**src/rtl/io_cmd_wdt_pkg.sv**
```systemverilog
package io_cmd_wdt_pkg;

  localparam int DLY_W = 16;

  localparam logic [7:0] CMD_START    = 8'h28;
  localparam logic [7:0] CMD_STOP     = 8'h29;
  localparam logic [7:0] CMD_RELOAD   = 8'h2A;
  localparam logic [7:0] CMD_PROBE    = 8'h30;
  localparam logic [7:0] CMD_INDIRECT = 8'h89;
  localparam logic [7:0] PROBE_SIG    = 8'h95;

  // delay byte slots: 0 enable hi, 1 enable lo, 2 reset hi, 3 reset lo
  localparam int NUM_DLY_BYTES = 4;
  localparam logic [7:0] REG_IDX [NUM_DLY_BYTES] = '{8'h58, 8'h59, 8'h5E, 8'h5F};

  typedef enum logic [1:0] {
    SEQ_IDLE,
    SEQ_INDEX,
    SEQ_VALUE
  } seqState_e;

  typedef enum logic [1:0] {
    RUN_IDLE,
    RUN_ARM,
    RUN_COUNT,
    RUN_FIRE
  } runState_e;

  typedef struct packed {
    logic       start;
    logic       stop;
    logic       reload;
    logic       regWr;
    logic [7:0] regIdx;
    logic [7:0] regVal;
  } wdtStrobes_t;

endpackage

```
**src/rtl/io_cmd_wdt_ctrl.sv**
```systemverilog
module io_cmd_wdt_ctrl
  import io_cmd_wdt_pkg::*;
(
  input  logic        clk,
  input  logic        rstN,
  input  logic        hostWr,
  input  logic        hostRd,
  input  logic        hostAddr,
  input  logic [7:0]  hostWdata,
  output logic [7:0]  hostRdata,
  output wdtStrobes_t stb
);

  logic      cmdWr;
  logic      datWr;
  logic      datRd;
  seqState_e seqState;
  logic [7:0] idxQ;
  logic      probePending;

  always_comb begin
    cmdWr = hostWr && hostAddr;
    datWr = hostWr && !hostAddr;
    datRd = hostRd && !hostAddr;
  end

  // command decode into one-cycle strobes
  always_comb begin
    stb        = '0;
    stb.start  = cmdWr && (hostWdata == CMD_START);
    stb.stop   = cmdWr && (hostWdata == CMD_STOP);
    stb.reload = cmdWr && (hostWdata == CMD_RELOAD);
    stb.regWr  = datWr && (seqState == SEQ_VALUE);
    stb.regIdx = idxQ;
    stb.regVal = hostWdata;
  end

  // indirect write sequencer: command, index, value
  always_ff @(posedge clk or negedge rstN) begin
    if (!rstN) begin
      seqState <= SEQ_IDLE;
      idxQ     <= '0;
    end else if (cmdWr) begin
      seqState <= (hostWdata == CMD_INDIRECT) ? SEQ_INDEX : SEQ_IDLE;
    end else if (datWr) begin
      case (seqState)
        SEQ_INDEX: begin
          idxQ     <= hostWdata;
          seqState <= SEQ_VALUE;
        end
        SEQ_VALUE: seqState <= SEQ_IDLE;
        default:   seqState <= SEQ_IDLE;
      endcase
    end
  end

  // one-shot signature
  always_ff @(posedge clk or negedge rstN) begin
    if (!rstN) begin
      probePending <= 1'b0;
    end else if (cmdWr) begin
      probePending <= (hostWdata == CMD_PROBE);
    end else if (datRd) begin
      probePending <= 1'b0;
    end
  end

  assign hostRdata = (datRd && probePending) ? PROBE_SIG : 8'h00;


  seq_abort_chk: assert property (@(posedge clk) disable iff (!rstN)
    (hostWr && hostAddr) |=> (seqState != SEQ_VALUE));


  probe_clear_chk: assert property (@(posedge clk) disable iff (!rstN)
    (hostRd && !hostAddr && !hostWr) |=> !probePending);


  rd_sig_chk: assert property (@(posedge clk) disable iff (!rstN)
    (hostRdata != 8'h00) |-> (hostRdata == PROBE_SIG && hostRd && !hostAddr));

endmodule

```
**src/rtl/io_cmd_wdt_dp.sv**
```systemverilog
module io_cmd_wdt_dp
  import io_cmd_wdt_pkg::*;
#(
  parameter int TICK_CLKS      = 20_000_000,
  parameter int RST_PULSE_CLKS = 16
) (
  input  logic        clk,
  input  logic        rstN,
  input  wdtStrobes_t stb,
  output logic        wdtReset
);

  localparam int PRE_W = $clog2(TICK_CLKS + 1);
  localparam int PC_W  = $clog2(RST_PULSE_CLKS + 1);
  localparam logic [PRE_W-1:0] PRE_LAST   = PRE_W'(TICK_CLKS - 1);
  localparam logic [PC_W-1:0]  PULSE_LAST = PC_W'(RST_PULSE_CLKS - 1);

  logic [NUM_DLY_BYTES-1:0][7:0] dlyBytes;
  logic [DLY_W-1:0] enDly;
  logic [DLY_W-1:0] rstDly;

  // delay byte registers, one per index
  for (genvar g = 0; g < NUM_DLY_BYTES; g++) begin : g_dly
    logic [7:0] byteQ;
    always_ff @(posedge clk or negedge rstN) begin
      if (!rstN) begin
        byteQ <= '0;
      end else if (stb.regWr && (stb.regIdx == REG_IDX[g])) begin
        byteQ <= stb.regVal;
      end
    end
    assign dlyBytes[g] = byteQ;
  end

  assign enDly  = {dlyBytes[0], dlyBytes[1]};
  assign rstDly = {dlyBytes[2], dlyBytes[3]};

  runState_e        runState;
  logic [DLY_W-1:0] cnt;
  logic [PRE_W-1:0] preCnt;
  logic [PC_W-1:0]  pulseCnt;
  logic             tick;
  logic             lastTick;

  assign tick     = (preCnt == PRE_LAST);
  assign lastTick = tick && (cnt <= DLY_W'(1));

  always_ff @(posedge clk or negedge rstN) begin
    if (!rstN) begin
      runState <= RUN_IDLE;
      cnt      <= '0;
      preCnt   <= '0;
      pulseCnt <= '0;
    end else begin
      case (runState)
        RUN_IDLE: begin
          if (stb.start) begin
            preCnt <= '0;
            if (enDly != '0) begin
              runState <= RUN_ARM;
              cnt      <= enDly;
            end else begin
              runState <= RUN_COUNT;
              cnt      <= rstDly;
            end
          end
        end
        RUN_ARM, RUN_COUNT: begin
          if (stb.stop) begin
            runState <= RUN_IDLE;
            preCnt   <= '0;
          end else if (stb.start) begin
            preCnt <= '0;
            if (enDly != '0) begin
              runState <= RUN_ARM;
              cnt      <= enDly;
            end else begin
              runState <= RUN_COUNT;
              cnt      <= rstDly;
            end
          end else if (stb.reload && runState == RUN_COUNT) begin
            cnt    <= rstDly;
            preCnt <= '0;
          end else begin
            preCnt <= tick ? '0 : preCnt + 1'b1;
            if (lastTick) begin
              if (runState == RUN_ARM) begin
                runState <= RUN_COUNT;
                cnt      <= rstDly;
              end else begin
                runState <= RUN_FIRE;
                pulseCnt <= PULSE_LAST;
              end
            end else if (tick) begin
              cnt <= cnt - 1'b1;
            end
          end
        end
        RUN_FIRE: begin
          preCnt <= '0;
          if (pulseCnt == '0) begin
            runState <= RUN_IDLE;
          end else begin
            pulseCnt <= pulseCnt - 1'b1;
          end
        end
        default: runState <= RUN_IDLE;
      endcase
    end
  end

  assign wdtReset = (runState == RUN_FIRE);

  // checker: length of the current high phase of the reset output
  logic [PC_W:0] hiLen;
  always_ff @(posedge clk or negedge rstN) begin
    if (!rstN) begin
      hiLen <= '0;
    end else if (wdtReset) begin
      hiLen <= hiLen + 1'b1;
    end else begin
      hiLen <= '0;
    end
  end


  pre_range_chk: assert property (@(posedge clk) disable iff (!rstN)
    preCnt < PRE_W'(TICK_CLKS));


  stop_chk: assert property (@(posedge clk) disable iff (!rstN)
    (stb.stop && (runState == RUN_ARM || runState == RUN_COUNT)) |=> !wdtReset && runState == RUN_IDLE);


  pulse_len_chk: assert property (@(posedge clk) disable iff (!rstN)
    wdtReset |-> (hiLen < (PC_W+1)'(RST_PULSE_CLKS)));


  reload_chk: assert property (@(posedge clk) disable iff (!rstN)
    (stb.reload && runState == RUN_COUNT) |=> (cnt == $past(rstDly)));

endmodule

```
**src/rtl/io_cmd_watchdog.sv**
```systemverilog
module io_cmd_watchdog
  import io_cmd_wdt_pkg::*;
#(
  parameter int TICK_CLKS      = 20_000_000,
  parameter int RST_PULSE_CLKS = 16
) (
  input  logic       clk,
  input  logic       rstN,
  input  logic       hostWr,
  input  logic       hostRd,
  input  logic       hostAddr,
  input  logic [7:0] hostWdata,
  output logic [7:0] hostRdata,
  output logic       wdtReset
);

  wdtStrobes_t stb;

  io_cmd_wdt_ctrl u_ctrl (
    .clk       (clk),
    .rstN      (rstN),
    .hostWr    (hostWr),
    .hostRd    (hostRd),
    .hostAddr  (hostAddr),
    .hostWdata (hostWdata),
    .hostRdata (hostRdata),
    .stb       (stb)
  );

  io_cmd_wdt_dp #(
    .TICK_CLKS      (TICK_CLKS),
    .RST_PULSE_CLKS (RST_PULSE_CLKS)
  ) u_dp (
    .clk      (clk),
    .rstN     (rstN),
    .stb      (stb),
    .wdtReset (wdtReset)
  );

endmodule

```
**config.mk**
```make
export PLATFORM = sky130hd
export DESIGN_NAME = io_cmd_watchdog
export DESIGN_NICKNAME = d
export VERILOG_FILES = /design/src/rtl/io_cmd_wdt_pkg.sv /design/src/rtl/io_cmd_wdt_ctrl.sv /design/src/rtl/io_cmd_wdt_dp.sv /design/src/rtl/io_cmd_watchdog.sv
export SDC_FILE = /design/constraint.sdc
export NUM_CORES = 1
export LEC_CHECK = 0
export ABC_AREA = 1
export BUFFER_PORTS_ARGS = -buffer_cell sky130_fd_sc_hd__buf_4
export CAP_MARGIN = 20
export CORE_ASPECT_RATIO = 0.8
export CORE_UTILIZATION = 55
export DETAILED_ROUTE_END_ITERATION = 8
export PLACE_DENSITY_LB_ADDON = 0.08
export SYNTH_ARGS = -nofsm -noshare
export SYNTH_HDL_FRONTEND = slang
export SYNTH_SLANG_ARGS = --single-unit
```
**constraint.sdc**
```tcl
create_clock -name clk -period 3.3 [get_ports clk]
set_clock_uncertainty 0.05 [all_clocks]
set_input_delay 0.33 -clock clk [delete_from_list [all_inputs] [get_ports clk]]
set_output_delay 0.33 -clock clk [all_outputs]
set_load 0.02 [all_outputs]
```
==> results_dict.tcl, run 1 <==
set metrics [dict create \
    rows 32 \
    track_usage_pct 28.5 \
    tritoncts "yes" \
    crit_path_start_kind "register" \
    grt_pass1_wl_um 23500 \
    cts_max_level 3 \
    start_util_pct 57.7 \
    reg2reg_depth 14 \
    path_clk_slew_ps 60 \
    yosys-top-cells-area "dfrtp_1 40%, nand2_1 16%, nor2_1 8.0%" \
    worstSetupPathType "reg -> reg" \
    cts_sinks 91 \
    cap_violations 0 \
    rrSetupSlack_ps 1020 \
    dr.first_iter.drc_count 461 \
    post_cts_buffers 0 \
    syn2layout_area_growth_pct 8.24 \
    fmax_mhz 438 \
    power.density_nw_per_um2 687 \
    crit_top_cell "nand2_1" \
    syn_area_um2 5660 \
    vias_per_cell 5.36 \
    end_kind "register" \
    ys_ff_latch 91 \
    worstPathCellList "inv_1, ha_1, inv_1, nand2_1, nand2_1, nor2_1, nand2_1, nor2_1, nand2_2, nand2_2, nand2_1, nand3_1, nand2_1, nand2_1" \
    yosysWarnings 0 \
    slew_headroom_pct 41.8 \
    dieArea_um2 10700 \
    crit_path_max_incr_delay_ps 440 \
    fillCellCount 897 \
    rsz0062_at_grt "no" \
    setup_tns_ps 0 \
    numCtsBuffers 9 \
    crit_fanout 18 \
    synth_top_area_share_pct 40.2 \
    grt_overflow 0 \
    port_buffers 17 \
    post-dp-hpwl_um 10100 \
    grt_pass1_vias 4798 \
    routabilityCongestion 0.901 \
    synth_top_area_cell "dfrtp_1" \
    antennaDiodeCount 0 \
    die_height_um 92.8 \
    setup_violations 0 \
    period_share_pct 69.2 \
    fp.dieW_um 115 \
    clock_latency_ps 350 \
    root_buffer "clkbuf_16" \
    wirelength_um 13600 \
    synth_cell_types 39 \
    seq_area_frac_synth_pct 40.2 \
    grt_max_degree 70 \
    vias 5202 \
    critical_path_required_ps 3540 \
    ys.flop_type "dfrtp_1" \
    ios 22 \
    drc 0 \
    final_hold_viol_count 0 \
    cts_resized 0 \
    syn_area_per_cell_um2 6.90 \
    cts_hold_buf 0 \
    status "finished clean" \
    ant_nets 0 \
    tightestPinTransition_ps 873 \
    avgRoutedWirePerCell_um 14.0 \
    layout.cells.most_common "nand2_1" \
    postSynth.asyncResetShare_pct 100 \
    p_leak_nw 2.97 \
    reg2reg_to "u_dp.cnt[9]" \
    cts_buffer_depth 2 \
    antenna_found_initial 0 \
    drv_slew 0 \
    synth_edf_count 0 \
    cp.arrival_ps 2520 \
    crit_slowest_cell "dfrtp_1" \
    synthCells 821 \
    layout.nets 854 \
    hold_class "in -> async" \
    drive_above_1_share_pct 7.19 \
    reg2reg_from "u_dp.cnt[0]" \
    total_power_mw 4.21 \
    drt_pre_antenna_iters 5 \
    layout_common_cells "240 x nand2_1, 121 x nor2_1, 91 x inv_1, 91 x dfrtp_1, 75 x nand3_1" \
    post-route-min-period_ps 2280 \
    core_area_um2 9810 \
    ir_drop_mv 0.567 \
]
## logic make-up after synthesis
family	Yosys count	synth area share (%)
AND/OR/NAND/NOR	498	38.5
buffers and inverters	122	9.10
flip-flops	91	40.2
AO/OA/AOI/OAI	84	7.62
XOR/XNOR	15	2.32
adder cells (fa/ha/maj)	10	2.21
other	1	0.0662
## per-layer routing
| layer | vias to the layer above | part of all wire (%) | wire, um | track usage (%) |
|---|---|---|---|---|
| met5 | - | 0 | 0 | 0 |
| met4 | 0 | 1.2 | 164 | 7.36 |
| met3 | 19 | 6.5 | 891 | 4.71 |
| met2 | 183 | 41 | 5570 | 40.3 |
| met1 | 2390 | 51 | 7010 | 44.6 |
| li1 | 2610 | - | - | - |
## worst max-delay path, delay by kind of cell, from the launching register on
kind	cells	cell delay, ps
AND/OR/NAND/NOR	11	1290
flip-flops	1	440
adder cells (fa/ha/maj)	1	240
buffers and inverters	2	180
## through the flow
step	hold WS, ps	cell area, um^2	setup WS [ps]	std cells	util [%]
after floorplan	-15.6	5670	1500	824	-
after global placement	419	5850	1110	956	59.6
after detailed placement	423	5850	1070	956	59.6
after CTS	85.1	6130	1040	971	62.5
after global routing	131	6130	714	971	62.5
final	33.9	6130	1020	971	62.5
## state kept, by name (all words and copies together), names as in the netlist
register and cells:
u_dp.g_dly.byteQ 32, u_dp.preCnt 25, u_dp.cnt 16, u_ctrl.idxQ 8
u_dp.pulseCnt 5, u_ctrl.seqState 2, u_dp.runState 2, u_ctrl.probePending 1
## cells in the mapped netlist, types with 2 or more instances
| cell type | count |
|---|---|
| nor3_2 | 2 |
| nand2_2 | 6 |
| inv_1 | 91 |
| nand3_1 | 75 |
| nand2_1 | 240 |
| a21oi_1 | 24 |
| nand2_4 | 2 |
| nor3_1 | 15 |
| nand4_1 | 18 |
| ha_1 | 10 |
| xnor2_1 | 5 |
| dfrtp_1 | 91 |
| o21ai_0 | 55 |
| nor2_1 | 121 |
| buf_6 | 3 |
| nor2_2 | 4 |
| buf_4 | 8 |
| xor2_1 | 10 |
| o22ai_1 | 2 |
| nand3b_1 | 3 |
| buf_2 | 2 |
| and2_1 | 3 |
| nor2_4 | 2 |
| inv_2 | 6 |
| clkbuf_1 | 9 |
## final cells by class
type / count / area, um^2 / area share, %
multi-input cells: 611 / 2880 / 47.0
well taps: 136 / 170 / 2.78
repair buffers: 19 / 143 / 2.33
inverters: 99 / 374 / 6.10
clock inverters: 4 / 51.3 / 0.837
flip-flops and latches: 91 / 2280 / 37.2
clock buffers: 11 / 233 / 3.80
## power breakdown
group	internal, mW	total (mW)	leakage, nW	switching (mW)
clock	0.585	1.02	0.136	0.436
sequential	1.27	1.44	1.23	0.165
combinational	0.567	1.75	1.61	1.19
total	2.42	4.21	2.97	1.79
## worst max path at each step
stage,end,depth (start not counted),startpoint
after detailed placement,u_dp.cnt[9],14,u_dp.cnt[0]
after floorplan,u_dp.cnt[10],14,u_dp.cnt[0]
after global placement,u_dp.pulseCnt[4],13,u_dp.cnt[0]
after global routing,u_dp.pulseCnt[1],13,u_dp.cnt[0]
final,u_dp.cnt[9],14,u_dp.cnt[0]
after CTS,u_dp.cnt[9],14,u_dp.cnt[0]
Note: power is estimated with default switching activity, not from simulation.
==> run 2: changes to the inputs <==
--- a/config.mk
+++ b/config.mk
@@ -5,7 +5,7 @@
 export SDC_FILE = /design/constraint.sdc
 export NUM_CORES = 1
 export LEC_CHECK = 0
-export ABC_AREA = 1
+export ABC_AREA = 0
 export BUFFER_PORTS_ARGS = -buffer_cell sky130_fd_sc_hd__buf_4
 export CAP_MARGIN = 20
 export CORE_ASPECT_RATIO = 0.8
==> constraint.sdc (replaced) <==
create_clock -name clk -period 2.25 [get_ports clk]
set_clock_uncertainty 0.05 [all_clocks]
set_input_delay 0.225 -clock clk [delete_from_list [all_inputs] [get_ports clk]]
set_output_delay 0.225 -clock clk [all_outputs]
set_load 0.02 [all_outputs]
==> results_dict.tcl, run 2 <==
set metrics [dict create \
    avgRoutedWirePerCell_um 18.7 \
    hold_class "in -> reg" \
    layout_setup_ws_ps -28.4 \
    ys_ff_latch 91 \
    post-route-min-period_ps 2280 \
    largest_register_ffs 32 \
    violations "negative setup slack" \
    grt_pass1_wl_um 21700 \
    power.density_nw_per_um2 1110 \
    grt_util_met1_pct 42.3 \
    fmax_mhz 439 \
    track_usage_pct 28.3 \
    layout.cells.most_common "buf_4" \
    numCtsBuffers 9 \
    synth_edf_count 0 \
    end_kind "register" \
    max_flop_register "u_dp.g_dly.byteQ" \
    p_leak_nw 3.14 \
    ys_top_cells_by_count "91 x dfrtp_1, 41 x nor2_1, 37 x nand2_1, 33 x mux2_2, 23 x nor3_1" \
    syn_area_per_cell_um2 10.3 \
    clock_latency_ps 350 \
    cts_max_level 3 \
    drive_above_1_share_pct 36.2 \
    grtUsageMet3_pct 5.90 \
    setup_violations 3 \
    antenna_found_initial 0 \
    synth_most_common_cell "dfrtp_1" \
    ys.flop_type "dfrtp_1" \
    fp.dieW_um 111 \
    routabilityCongestion 0.835 \
    root_buffer "clkbuf_16" \
    grt_overflow 0 \
    vias_per_cell 6.12 \
    slew_headroom_pct 59.9 \
    ant_nets 0 \
    syn2layout_area_growth_pct 27.7 \
    top_usage_layer "met2" \
    drt_pre_antenna_iters 6 \
    synth_top_area_share_pct 43.5 \
    dr.first_iter.drc_count 377 \
    post-dp-hpwl_um 9520 \
    synthCells 509 \
    dieArea_um2 9920 \
    layout.nets 626 \
    fin_cells 723 \
    antennaDiodeCount 0 \
    drc 0 \
    grt_max_degree 53 \
    ios 22 \
    yosysWarnings 0 \
    cap_violations 0 \
    grtUsageMet2_pct 43.3 \
    layout_common_cells "97 x buf_4, 91 x dfrtp_1, 37 x nor2_1" \
    tightestPinTransition_ps 597 \
    rsz0062_at_grt "yes" \
    path_clk_slew_ps 70 \
    rows 31 \
    start_util_pct 57.2 \
    status "complete, but fails checks" \
    core_area_um2 9150 \
    tritoncts "yes" \
    place_inst 694 \
    total_power_mw 7.44 \
    ir_drop_mv 0.804 \
    cts_buffer_depth 2 \
    grt_pass1_vias 4215 \
    drv_slew 0 \
    seq_area_frac_synth_pct 43.5 \
    crit_fanout 8 \
    yosys-top-cells-area "dfrtp_1 43%, mux2_2 7.1%, xnor2_1 3.5%" \
    postSynth.asyncResetShare_pct 100 \
    port_buffers 17 \
    largestRegisters "u_dp.g_dly.byteQ x32, u_dp.preCnt x25, u_dp.cnt x16" \
    cts_sinks 91 \
    die_height_um 89.3 \
    wirelength_um 13500 \
    critical_path_required_ps 2420 \
    synth_top_area_cell "dfrtp_1" \
    vias 4428 \
    final_hold_viol_count 0 \
    crit_path_start_kind "register" \
    cp.arrival_ps 2450 \
    worstSetupPathType "reg -> reg" \
    post-route-util_pct 73.1 \
    fillCellCount 635 \
    period_share_pct 101 \
    synth_cell_types 67 \
    syn_area_um2 5240 \
]
-- run 2: worst paths after layout --
path	start	end	slack [ps]	cells past startpoint
setup reg to reg	u_dp.preCnt[9]	u_dp.cnt[8]	-30	8
hold / removal	hostWdata[3]	u_dp.g_dly[3].byteQ[3]	120	2
min in group asynchronous	rstN	u_dp.preCnt[4]	360	2
max in group asynchronous	rstN	u_dp.g_dly[3].byteQ[2]	1120	3
hold reg to reg	u_ctrl.idxQ[7]	u_ctrl.idxQ[7]	460	1
setup / recovery	u_dp.preCnt[9]	u_dp.cnt[8]	-30	8
-- run 2: cell families (layout without fill, tap and decap cells) --
kind of cell	Yosys count	after routing	share of synthesized area (%)
AO/OA/AOI/OAI	81	81	12.6
XOR/XNOR	32	32	5.35
adder cells (fa/ha/maj)	10	10	2.39
buffers and inverters	45	141	4.27
flip-flops	91	91	43.5
multiplexers	48	48	10.1
other	1	4	0.0716
AND/OR/NAND/NOR	201	201	21.8
-- run 2: report_power, final --
| part | switching [mW] | total, mW | internal [mW] |
|---|---|---|---|
| clock network | 0.700 | 1.47 | 0.769 |
| logic | 2.12 | 3.97 | 1.86 |
| registers | 0.179 | 2.00 | 1.82 |
-- run 2: per-stage QoR --
| stage | hold slack [ps] | worst slack (ps) | instance area, um^2 | setup TNS (ps) |
|---|---|---|---|---|
| CTS | 110 | -8.43 | 6480 | -8.43 |
| global placement | 193 | -80.4 | 6050 | -622 |
| finish | 121 | -28.4 | 6690 | -60.4 |
| floorplan | -121 | 80.6 | 5250 | 0 |
| detailed placement | 201 | -140 | 6050 | -1710 |
| global route | 109 | -102 | 6690 | -954 |
-- run 2: routing by layer --
layer,vias to the layer above,part of all wire [%]
met5,-,0
met4,0,0.94
met3,16,6.7
met2,165,44
met1,2190,48
li1,2057,-
-- run 2: final cells by class --
class | instances | area [um^2] | area share [%]
clock buffer | 9 | 225 | 3.37
clock inverter | 7 | 58.8 | 0.879
inverter | 17 | 63.8 | 0.953
multi-input combinational | 376 | 2980 | 44.5
sequential | 91 | 2280 | 34.0
tap | 115 | 144 | 2.15
timing repair buffer | 108 | 943 | 14.1
-- run 2: worst max-delay path, cell delays in order (launching register included) --
cell and delay (ps):
dfrtp_1 390, nor3_1 330, nand4_1 230, buf_4 200
nor4_4 340, buf_4 200, nor2_4 80, mux2i_1 240
o211ai_2 110
-- run 2: what timing repair did --
| item | in CTS | in global routing |
|---|---|---|
| setup endpoints to repair | 23 | 49 |
| buffers inserted | 4 | 8 |
| pin swaps | 6 | 20 |
| gates cloned | 0 | 1 |
| gates resized for setup | 14 | 34 |
| hold buffers | 1 | 0 |
| endpoints found under the hold margin | 39 | 0 |
